==> src/rtl/bt_pkg.sv <==
package bt_pkg;
  typedef enum logic [2:0] {
    BR_SEQ  = 3'd0,
    BR_REL2 = 3'd1,
    BR_REL3 = 3'd2,
    BR_ABS  = 3'd3,
    BR_LONG = 3'd4,
    BR_IDX  = 3'd5
  } br_kind_e;
endpackage

==> src/rtl/bt_pc_step.sv <==
module bt_pc_step #(
  parameter int AW = 16,
  parameter int SW = 2
) (
  input  logic [AW-1:0] pc_i,
  input  logic [SW-1:0] step_i,
  output logic [AW-1:0] pc_o
);
  assign pc_o = pc_i + AW'(step_i);
endmodule

==> src/rtl/bt_off_add.sv <==
module bt_off_add #(
  parameter int AW     = 16,
  parameter int DW     = 8,
  parameter bit SIGNED = 1'b0
) (
  input  logic [AW-1:0] base_i,
  input  logic [DW-1:0] off_i,
  output logic [AW-1:0] sum_o
);
  logic [AW-1:0] off_ext;
  generate
    if (SIGNED) begin : g_sext
      assign off_ext = {{(AW-DW){off_i[DW-1]}}, off_i};
    end else begin : g_zext
      assign off_ext = {{(AW-DW){1'b0}}, off_i};
    end
  endgenerate
  assign sum_o = base_i + off_ext;
endmodule

==> src/rtl/branch_target_gen.sv <==
module branch_target_gen
  import bt_pkg::*;
#(
  parameter int AW = 16,
  parameter int DW = 8,
  parameter int LW = 2
) (
  input  logic          clk_i,
  input  logic          rst_ni,
  input  logic [AW-1:0] pc_i,
  input  logic [DW-1:0] opcode_i,
  input  logic [DW-1:0] byte2_i,
  input  logic [DW-1:0] byte3_i,
  input  logic [DW-1:0] acc_i,
  input  logic [AW-1:0] dptr_i,
  input  logic [2:0]    br_kind_i,
  input  logic          cond_i,
  input  logic [LW-1:0] ilen_i,
  input  logic          rd_base_i,
  output logic [AW-1:0] next_pc_o,
  output logic [AW-1:0] fetch_addr_o
);
  localparam int PAGE_W = DW + 3;
  localparam logic [AW-1:0] ADV2 = AW'(2);

  logic [AW-1:0] pc_len, abs_tgt, long_tgt, idx_tgt;
  logic [AW-1:0] fetch_base, fetch_tgt, npc_d;

  bt_pc_step #(.AW(AW), .SW(LW)) u_seq (
    .pc_i(pc_i), .step_i(ilen_i), .pc_o(pc_len)
  );

  // Relative paths: index 0 is the 2-byte form, index 1 the 3-byte form
  generate
    for (genvar g = 0; g < 2; g++) begin : g_rel
      logic [AW-1:0] adv, hop, tgt;
      bt_pc_step #(.AW(AW), .SW(LW)) u_adv (
        .pc_i(pc_i), .step_i(LW'(g + 2)), .pc_o(adv)
      );
      bt_off_add #(.AW(AW), .DW(DW), .SIGNED(1'b1)) u_hop (
        .base_i(adv), .off_i((g == 0) ? byte2_i : byte3_i), .sum_o(hop)
      );
      assign tgt = cond_i ? hop : adv;
    end
  endgenerate

  // In-page target keeps the page of the PC after the 2-byte instruction
  assign abs_tgt  = {g_rel[0].adv[AW-1:PAGE_W], opcode_i[DW-1:DW-3], byte2_i};
  assign long_tgt = AW'({byte2_i, byte3_i});

  bt_off_add #(.AW(AW), .DW(DW), .SIGNED(1'b0)) u_idx (
    .base_i(dptr_i), .off_i(acc_i), .sum_o(idx_tgt)
  );

  assign fetch_base = rd_base_i ? pc_len : dptr_i;
  bt_off_add #(.AW(AW), .DW(DW), .SIGNED(1'b0)) u_fetch (
    .base_i(fetch_base), .off_i(acc_i), .sum_o(fetch_tgt)
  );

  always_comb begin
    case (br_kind_e'(br_kind_i))
      BR_REL2: npc_d = g_rel[0].tgt;
      BR_REL3: npc_d = g_rel[1].tgt;
      BR_ABS:  npc_d = abs_tgt;
      BR_LONG: npc_d = long_tgt;
      BR_IDX:  npc_d = idx_tgt;
      default: npc_d = pc_len;
    endcase
  end

  always_ff @(posedge clk_i or negedge rst_ni) begin
    if (!rst_ni) begin
      next_pc_o    <= '0;
      fetch_addr_o <= '0;
    end else begin
      next_pc_o    <= npc_d;
      fetch_addr_o <= fetch_tgt;
    end
  end

  p_reset_clear_r1: assert property (@(posedge clk_i)
    !rst_ni |-> (next_pc_o == '0 && fetch_addr_o == '0));

  p_rel_fallthru_r3: assert property (@(posedge clk_i) disable iff (!rst_ni)
    (br_kind_i == 3'd1 && !cond_i) |=> next_pc_o == $past(pc_i) + ADV2);

  p_abs_same_page_r5: assert property (@(posedge clk_i) disable iff (!rst_ni)
    br_kind_i == 3'd3 |=>
      next_pc_o[AW-1:PAGE_W] == (($past(pc_i) + ADV2) >> PAGE_W));

  p_long_bytes_r6: assert property (@(posedge clk_i) disable iff (!rst_ni)
    br_kind_i == 3'd4 |=> next_pc_o == AW'({$past(byte2_i), $past(byte3_i)}));

  p_idx_sum_r7: assert property (@(posedge clk_i) disable iff (!rst_ni)
    br_kind_i == 3'd5 |=> next_pc_o == $past(dptr_i) + AW'($past(acc_i)));
endmodule

==> config.mk <==
export PLATFORM = sky130hd
export DESIGN_NAME = branch_target_gen
export DESIGN_NICKNAME = d
export VERILOG_FILES = /design/src/rtl/bt_pkg.sv /design/src/rtl/bt_pc_step.sv /design/src/rtl/bt_off_add.sv /design/src/rtl/branch_target_gen.sv
export SDC_FILE = /design/constraint.sdc
export NUM_CORES = 1
export LEC_CHECK = 0
export BUFFER_PORTS_ARGS = -buffer_cell sky130_fd_sc_hd__buf_2
export CAP_MARGIN = 20
export CORE_MARGIN = 1.5
export CORE_UTILIZATION = 45
export DETAILED_ROUTE_END_ITERATION = 7
export PLACE_DENSITY = 0.67
export SETUP_SLACK_MARGIN = 0.4
export SYNTH_ARGS = -nofsm -noshare
export SYNTH_HDL_FRONTEND = slang
export SYNTH_SLANG_ARGS = --single-unit
==> constraint.sdc <==
create_clock -name clk_i -period 0.8 [get_ports clk_i]
set_input_delay 0.08 -clock clk_i [delete_from_list [all_inputs] [get_ports clk_i]]
set_output_delay 0.08 -clock clk_i [all_outputs]
set_load 0.01 [all_outputs]
==> results_dict.tcl, run 1 <==
set metrics [dict create \
    arrival_ps 2880 \
    synth.top_cell.area_share 0.151 \
    ant_nets 0 \
    synth.largest_area_cell "dfrtp_1" \
    crit_buf_inv 3 \
    fin_crit_ps 2690 \
    start_kind "input port" \
    die_w_um 112 \
    hold_slack_ps -336 \
    setup_viol 63 \
    port_buffers 99 \
    rsz0062_at_grt "yes" \
    hold_path_class "in2async" \
    violations "hold timing, setup timing" \
    cpPeakStageDelay_ps 390 \
    endpoint_kind "flip-flop" \
    core_um2 11500 \
    cp_num_cells 16 \
    max_slew_margin 0.663 \
    multi_input_area_um2 5150 \
    synth-seq-cells 32 \
    wire_per_inst_um 20.3 \
    powerDensity_nw_per_um2 1200 \
    vias 7209 \
    fmax_mhz 372 \
    maxCapViolCount 0 \
    slowest_stage "ha_1" \
    cts_htree_levels 2 \
    grt_max_degree 26 \
    finalCritPeriodShare 3.36 \
    grt_usage 0.350 \
    hpwl_mm 17.1 \
    yosysSeqAreaShare 0.151 \
    clk_pin_slew_ps 50 \
    num_rows 39 \
    maxSlewViolCount 0 \
    drc 0 \
    wirelength_mm 24.2 \
    fin_area_um2 9360 \
    grt-ovfl-total 0 \
    regArea_um2 801 \
    cts_buffer_depth 2 \
    critPathMaxFanout 5 \
    synth_fp_nets 805 \
    dpl_cell_area_um2 8020 \
    syn_avg_cell_area_um2 7.87 \
    gp_congestion 1.03 \
    cts_root_buf "clkbuf_16" \
    antenna_found_initial 0 \
    dieArea_um2 12500 \
    via_per_inst 6.06 \
    ios 105 \
    cts_tree "built" \
    grt_pass1_wl_mm 35.0 \
    dpl_worst_slack_ps -2370 \
    firstDrtPassIters 7 \
    p_leak_uw 0.00437 \
    fillers 715 \
    num_antenna_cells 0 \
    fin_nets 1175 \
    cp_cell_sequence "buf_8, buf_12, ha_4, a21oi_4, nor2_1, xor2_1, ha_1, buf_4, o21ai_2, a211o_1, a31o_4, nand3b_1, a31oi_1, xnor2_1, nand3_1, a32oi_1" \
    fin_ws_ps -1890 \
    area_growth_pct 76.1 \
    tns_ps -48260 \
    synth_cell_types 74 \
    run_status "finished with violations" \
    drt-initial-drc-count 782 \
    synthFlopType "dfrtp_1" \
    die_h_um 112 \
    synth_edf_count 0 \
    worstPathRequired_ps 990 \
    synthCells 676 \
    drive_gt1_frac 0.536 \
    critPathTopFamily "compound AO/OA/AOI/OAI gates" \
    start_util 0.464 \
    hold_viol 32 \
    async_flop_share 1.00 \
    irDropWorstVdd_uv 1040 \
    fin_cells 1189 \
    grt_pass1_vias 6969 \
    yosysWarnings 0 \
    ys_top_cells_by_count "nor2_1, a21oi_1, nand2_1" \
    numClockSinks 32 \
    yosysMostFrequentCell "nor2_1" \
    synth_area_leaders "dfrtp_1, ha_1, xnor2_1" \
    numCtsBuffers 5 \
    syn_area_um2 5320 \
    worstMarginPinSlew_ps 504 \
    worstSetupPathType "in2reg" \
    place_inst 1142 \
]
placed cells by master (no fill, tap or decap), types with 6 or more instances in the layout:
master and count:
buf_12 6, o22ai_1 6, o21ai_1 6, o21ai_0 22
a32oi_1 6, mux2i_1 9, nand4_1 7, a31oi_1 6
nor3_1 16, nand2_1 50, nand3_1 10, o21ai_2 6
buf_2 92, inv_1 14, xor2_2 9, a211oi_1 6
xnor2_2 11, a21oi_2 16, a21o_1 18, buf_4 269
xnor2_1 28, buf_6 31, a221oi_1 7, xor2_1 30
ha_4 18, nor2_1 55, o21a_1 6, nor2b_1 7
nand2b_1 11, dfrtp_1 32, a21oi_1 37, ha_1 32
per-layer routing:
metal | track usage | part of all wire | up-vias
li1 | - | - | 3233
met1 | 0.421 | 0.38 | 3364
met2 | 0.602 | 0.47 | 465
met3 | 0.0435 | 0.070 | 147
met4 | 0.197 | 0.077 | 0
met5 | 0 | 0 | -
report_power, final:
part,switching (µW),internal (µW)
Combinational,3550,3690
Clock,681,1300
Sequential,90.6,1890
metrics by stage:
step,power [µW],util
after floorplan,5040,-
after detailed placement,7620,0.700
after CTS,10500,0.783
after global routing,11700,0.816
after global placement,7470,0.700
final,11200,0.816
timing repair:
| action | in CTS | in global routing |
|---|---|---|
| setup buffers | 30 | 10 |
| pin swaps | 99 | 42 |
| endpoints found under the setup margin | 64 | 64 |
| hold endpoints to repair | 32 | 32 |
| gates resized for setup | 117 | 48 |
| cloned | 0 | 0 |
registers in the layout, indices dropped and copies added (netlist names):
name	flops
fetch_addr_o	16
next_pc_o	16
final timing paths:
path	start	endpoint	slack (ps)
setup / recovery	pc_i[2]	next_pc_o[13]	-1890
hold / removal	rst_ni	fetch_addr_o[14]	-340
max in group asynchronous	rst_ni	next_pc_o[3]	740
min in group clk_i	acc_i[0]	fetch_addr_o[0]	150
area by class of cell:
type                    instances  share of cell area
flip-flops and latches         32              0.0855
inverters                      19              0.0112
well taps                     143              0.0191
multi-input cells             588               0.550
clock buffers                   7              0.0163
repair buffers                400               0.318
logic make-up (layout without fill, tap and decap cells):
logic type                 count (synthesis)  after routing  synth area share
and+or+nand+nor                          217            217             0.206
muxes                                     16             16            0.0313
xor gates and xnor gates                  81             81             0.133
AOI/OAI and AO/OA                        218            218             0.278
buffers and inverters                     56            426            0.0621
DFF                                       32             32             0.151
adders and majority gates                 56             56             0.139
(Power assumes the default switching activity.)
==> run 2: changes to the inputs <==
--- a/config.mk
+++ b/config.mk
@@ -5,6 +5,7 @@
 export SDC_FILE = /design/constraint.sdc
 export NUM_CORES = 1
 export LEC_CHECK = 0
+export ABC_AREA = 1
 export BUFFER_PORTS_ARGS = -buffer_cell sky130_fd_sc_hd__buf_2
 export CAP_MARGIN = 20
 export CORE_MARGIN = 1.5
==> results_dict.tcl, run 2 <==
set metrics [dict create \
    run_status "finished with violations" \
    violations "hold timing, setup timing" \
    hold_viol 32 \
    async_flop_share 1.00 \
    yosysWarnings 0 \
    grt_pass1_vias 7473 \
    cts_htree_levels 2 \
    dieArea_um2 13500 \
    gp_congestion 0.995 \
    num_rows 41 \
    grt_max_degree 33 \
    fin_crit_ps 2370 \
    start_util 0.459 \
    synth.largest_area_cell "nand2_1" \
    die_w_um 116 \
    clock_power_share 0.180 \
    maxSlewViolCount 0 \
    critPathMaxFanout 4 \
    top_regs "fetch_addr_o x16, next_pc_o x16" \
    hpwl_mm 18.5 \
    worstMarginPinSlew_ps 397 \
    synth_cell_types 48 \
    yosysSeqAreaShare 0.139 \
    p_leak_uw 0.00529 \
    place_inst 1443 \
    cts_root_buf "clkbuf_16" \
    finalCritPeriodShare 2.97 \
    num_antenna_cells 0 \
    syn_avg_cell_area_um2 6.04 \
    drc 0 \
    synth_fp_nets 1081 \
    swShare 0.415 \
    cts_buffer_depth 2 \
    cts_tree "built" \
    endpoint_kind "flip-flop" \
    synth_area_leaders "nand2_1, dfrtp_1, ha_1" \
    synth.top_cell.area_share 0.172 \
    area_growth_pct 78.0 \
    ys_top_cells_by_count "nand2_1, inv_1, nand3_1" \
    start_kind "input port" \
    die_h_um 116 \
    wire_per_inst_um 17.7 \
    utilization 0.817 \
    synthCells 952 \
    dpl_worst_slack_ps -1950 \
    yosysMostFrequentCell "nand2_1" \
    tns_ps -42550 \
    syn_area_um2 5750 \
    fin_nets 1446 \
    powerDensity_nw_per_um2 1110 \
    ant_nets 0 \
    p_comb_frac 0.643 \
    grt_usage 0.354 \
    switchingPower_uw 4710 \
    clk_pin_slew_ps 60 \
    drt-initial-drc-count 780 \
    wirelength_mm 26.3 \
    numClockSinks 32 \
    port_buffers 99 \
    firstDrtPassIters 5 \
    antenna_found_initial 0 \
    ios 105 \
    hold_path_class "in2async" \
    synth-seq-cells 32 \
    core_um2 12500 \
    synth_edf_count 0 \
    worstPathRequired_ps 990 \
    fin_ws_ps -1570 \
    setup_viol 63 \
    hold_slack_ps -230 \
    drive_gt1_frac 0.500 \
    internal_power_uw 6640 \
    irDropWorstVdd_uv 863 \
    grt_pass1_wl_mm 36.8 \
    synthFlopType "dfrtp_1" \
    arrival_ps 2570 \
    numCtsBuffers 5 \
    mostFrequentLayoutCell "buf_4" \
    maxCapViolCount 0 \
    vias 7992 \
    rsz0062_at_grt "yes" \
    worstSetupPathType "in2reg" \
    via_per_inst 5.37 \
    layout_common_cells "buf_4, nand2_1, inv_1, buf_2, nand3_1" \
    fmax_mhz 421 \
    fin_cells 1489 \
    max_slew_margin 0.735 \
    grt-ovfl-total 0 \
    p_seq_frac 0.177 \
]
-- run 2: final cells by class --
cell class,count,area [µm²]
multi-input cells,742,5550
clock buffers,7,153
fillers,854,2290
inverters,159,631
flip-flops and latches,32,801
well taps,172,215
repair buffers,377,2880
-- run 2: through the flow --
step,total power (µW),area (µm²),hold WS (ps)
after CTS,10400,9480,-246
after global placement,7600,8640,51.5
after detailed placement,7700,8640,52.9
after floorplan,5080,6210,-216
final,11400,10200,-230
after global routing,12000,10200,-212
-- run 2: cell families after synthesis --
family,synth area share
and+or+nand+nor,0.387
adders and majority gates,0.128
xor gates and xnor gates,0.0760
buffers and inverters,0.120
AOI/OAI and AO/OA,0.150
DFF,0.139
-- run 2: worst paths after layout --
kind / startpoint / end / slack, ps / cells past startpoint
worst max-delay path: pc_i[1] / fetch_addr_o[10] / -1570 / 20
worst min-delay path: rst_ni / fetch_addr_o[0] / -230 / 2
max in group asynchronous: rst_ni / fetch_addr_o[15] / 840 / 2
min in group clk_i: acc_i[0] / fetch_addr_o[0] / 130 / 3
-- run 2: timing repair --
action,CTS,global route
hold endpoints to repair,32,32
pin swaps,86,80
gates resized for setup,123,139
endpoints found under the setup margin,64,64
buffers inserted,21,18
-- run 2: routing by layer --
metal	vias to the layer above	wire length, µm	GRT usage
met3	126	1830	0.0335
met4	0	1500	0.182
met2	423	12700	0.616
li1	3781	-	-
met1	3662	10300	0.435
met5	-	0	0
-- run 2: worst max-delay path, stage by stage --
cell and delay [ps]:
buf_12 110, ha_4 260, nand2_2 50, nand2_2 80, nand2_4 70, buf_6 120, buf_6 100, nor2_4 130
xor2_2 160, buf_4 160, nand2_4 50, nand2_4 70, ha_4 230, a21oi_4 200, o21ai_4 90, a21oi_4 190
nor2_4 70, nand2_4 80, buf_6 100, xor2_1 150
-- run 2: power groups by stage --
| stage | logic (µW) | clock network, µW | registers (µW) |
|---|---|---|---|
| detailed placement | 5680 | 0 | 2010 |
| CTS | 6310 | 2050 | 1990 |
| finish | 7300 | 2040 | 2010 |
| global placement | 5590 | 0 | 2000 |
| global route | 7810 | 2130 | 2040 |
| floorplan | 2920 | 0 | 2160 |
==> run 3: changes to the inputs <==
--- a/config.mk
+++ b/config.mk
@@ -11,7 +11,8 @@
 export CORE_MARGIN = 1.5
 export CORE_UTILIZATION = 45
 export DETAILED_ROUTE_END_ITERATION = 7
-export PLACE_DENSITY = 0.67
+export GPL_TIMING_DRIVEN = 0
+export PLACE_DENSITY = 0.66
 export SETUP_SLACK_MARGIN = 0.4
 export SYNTH_ARGS = -nofsm -noshare
 export SYNTH_HDL_FRONTEND = slang
==> results_dict.tcl, run 3 (same netlist as run 2, synthesis figures left out) <==
set metrics [dict create \
    violations "hold timing, setup timing" \
    wire_per_inst_um 17.5 \
    cts_htree_levels 2 \
    dpl_worst_slack_ps -2100 \
    cts_tree "built" \
    hold_viol 32 \
    layout_common_cells "nand2_1, inv_1, buf_2, nand3_1, nor2_1" \
    numClockSinks 32 \
    endpoint_kind "flip-flop" \
    hold_slack_ps -235 \
    fin_ws_ps -1560 \
    die_h_um 116 \
    worstPathRequired_ps 970 \
    critPathTopFamily "adder cells" \
    max_slew_margin 0.468 \
    top_regs "fetch_addr_o x16, next_pc_o x16" \
    cp_cell_sequence "buf_8, ha_4, fa_2, inv_4, nor2_8, xor2_4, o21ai_2, ha_1, inv_2, o21ai_1, nand3_2, nand3_4, nand3_2, nand2_2, nand2_4, o21ai_2, nand2_1" \
    grt_usage 0.319 \
    core_um2 12500 \
    dpl_cell_area_um2 6900 \
    wirelength_mm 22.7 \
    start_kind "input port" \
    maxCapViolCount 0 \
    p_leak_uw 0.00436 \
    finalCritPeriodShare 2.95 \
    via_per_inst 5.47 \
    drive_gt1_frac 0.401 \
    met3_usage 0.0173 \
    rsz0062_at_grt "yes" \
    setup_viol 63 \
    area_growth_pct 52.8 \
    clk_pin_slew_ps 50 \
    drc 0 \
    maxSlewViolCount 0 \
    start_util 0.459 \
    cp_num_cells 17 \
    crit_buf_inv 3 \
    ios 105 \
    grt-ovfl-total 0 \
    num_antenna_cells 0 \
    fin_crit_ps 2360 \
    num_rows 41 \
    hpwl_mm 16.4 \
    arrival_ps 2530 \
    tns_ps -40930 \
    cpPeakStageDelay_ps 450 \
    irDropWorstVdd_uv 700 \
    cts_root_buf "clkbuf_16" \
    grt_max_degree 33 \
    die_w_um 116 \
    port_buffers 94 \
    grt_util_met2 0.555 \
    fillers 1024 \
    critPathMaxFanout 4 \
    dieArea_um2 13500 \
    fin_nets 1251 \
    endpoint "fetch_addr_o[13]" \
    powerDensity_nw_per_um2 1160 \
    run_status "finished with violations" \
    hold_path_class "in2async" \
    drt-initial-drc-count 589 \
    firstDrtPassIters 6 \
    met1_usage 0.415 \
    ant_nets 0 \
    gp_congestion 0.953 \
    utilization 0.701 \
    worstSetupPathType "in2reg" \
    startpoint "pc_i[0]" \
    top_usage_layer "met2" \
    grt_pass1_vias 6426 \
    worstMarginPinSlew_ps 798 \
    mostFrequentLayoutCell "nand2_1" \
    numCtsBuffers 5 \
    antenna_found_initial 0 \
    fmax_mhz 423 \
    fin_area_um2 8780 \
    grt_pass1_wl_mm 32.7 \
    slowest_stage "fa_2" \
    cts_buffer_depth 2 \
    vias 7080 \
]
run 3: changes by cell type in the layout (fill, tap and decap cells not counted), moves of 5 or more:
| cell | before | now |
|---|---|---|
| ha_4 | 29 | 24 |
| a21oi_1 | 25 | 31 |
| buf_2 | 83 | 78 |
| buf_4 | 243 | 46 |
| clkbuf_1 | 0 | 6 |
| nand2_2 | 45 | 50 |
| nand3_2 | 20 | 14 |
| ha_1 | 20 | 25 |
run 3: layout make-up:
type	count	area [µm²]	area share
buffer	19	168	0.0191
clock buffer	8	146	0.0167
inverter	159	638	0.0727
multi-input combinational	742	5560	0.634
sequential	32	801	0.0912
tap	172	215	0.0245
timing repair buffer	163	1250	0.142
run 3: timing repair:
item / in CTS / in global routing
hold endpoints to repair: 32 / 32
endpoints found under the setup margin: 64 / 96
pin swaps: 77 / 71
gates resized for setup: 132 / 145
setup buffers: 42 / 26
cloned: 1 / 0
run 3: worst min-delay path by stage:
stage | start | end | cells past startpoint
detailed placement | rst_ni | fetch_addr_o[2] | 1
CTS | rst_ni | fetch_addr_o[0] | 1
floorplan | rst_ni | fetch_addr_o[0] | 0
global route | rst_ni | fetch_addr_o[0] | 1
global placement | rst_ni | fetch_addr_o[1] | 1
finish | rst_ni | fetch_addr_o[0] | 1
run 3: metal layers:
| layer | vias to the layer above | wire length, µm |
|---|---|---|
| li1 | 3399 | - |
| met1 | 3277 | 9220 |
| met2 | 316 | 10800 |
| met3 | 88 | 1420 |
| met4 | 0 | 1210 |
| met5 | - | 0 |
run 3: stage by stage:
stage / instances / hold WS, ps / total power (µW)
CTS: 1269 / -121 / 9160
global route: 1295 / -199 / 10800
floorplan: 952 / -216 / 5080
finish: 1295 / -235 / 10100
detailed placement: 1218 / 176 / 6490
global placement: 1218 / 169 / 6440
run 3: power by group:
| part | internal (µW) | total [µW] | switching (µW) |
|---|---|---|---|
| Clock | 1240 | 1930 | 686 |
| Sequential | 1900 | 1980 | 80.8 |
| Combinational | 2670 | 6240 | 3570 |
| Total | 5810 | 10100 | 4330 |
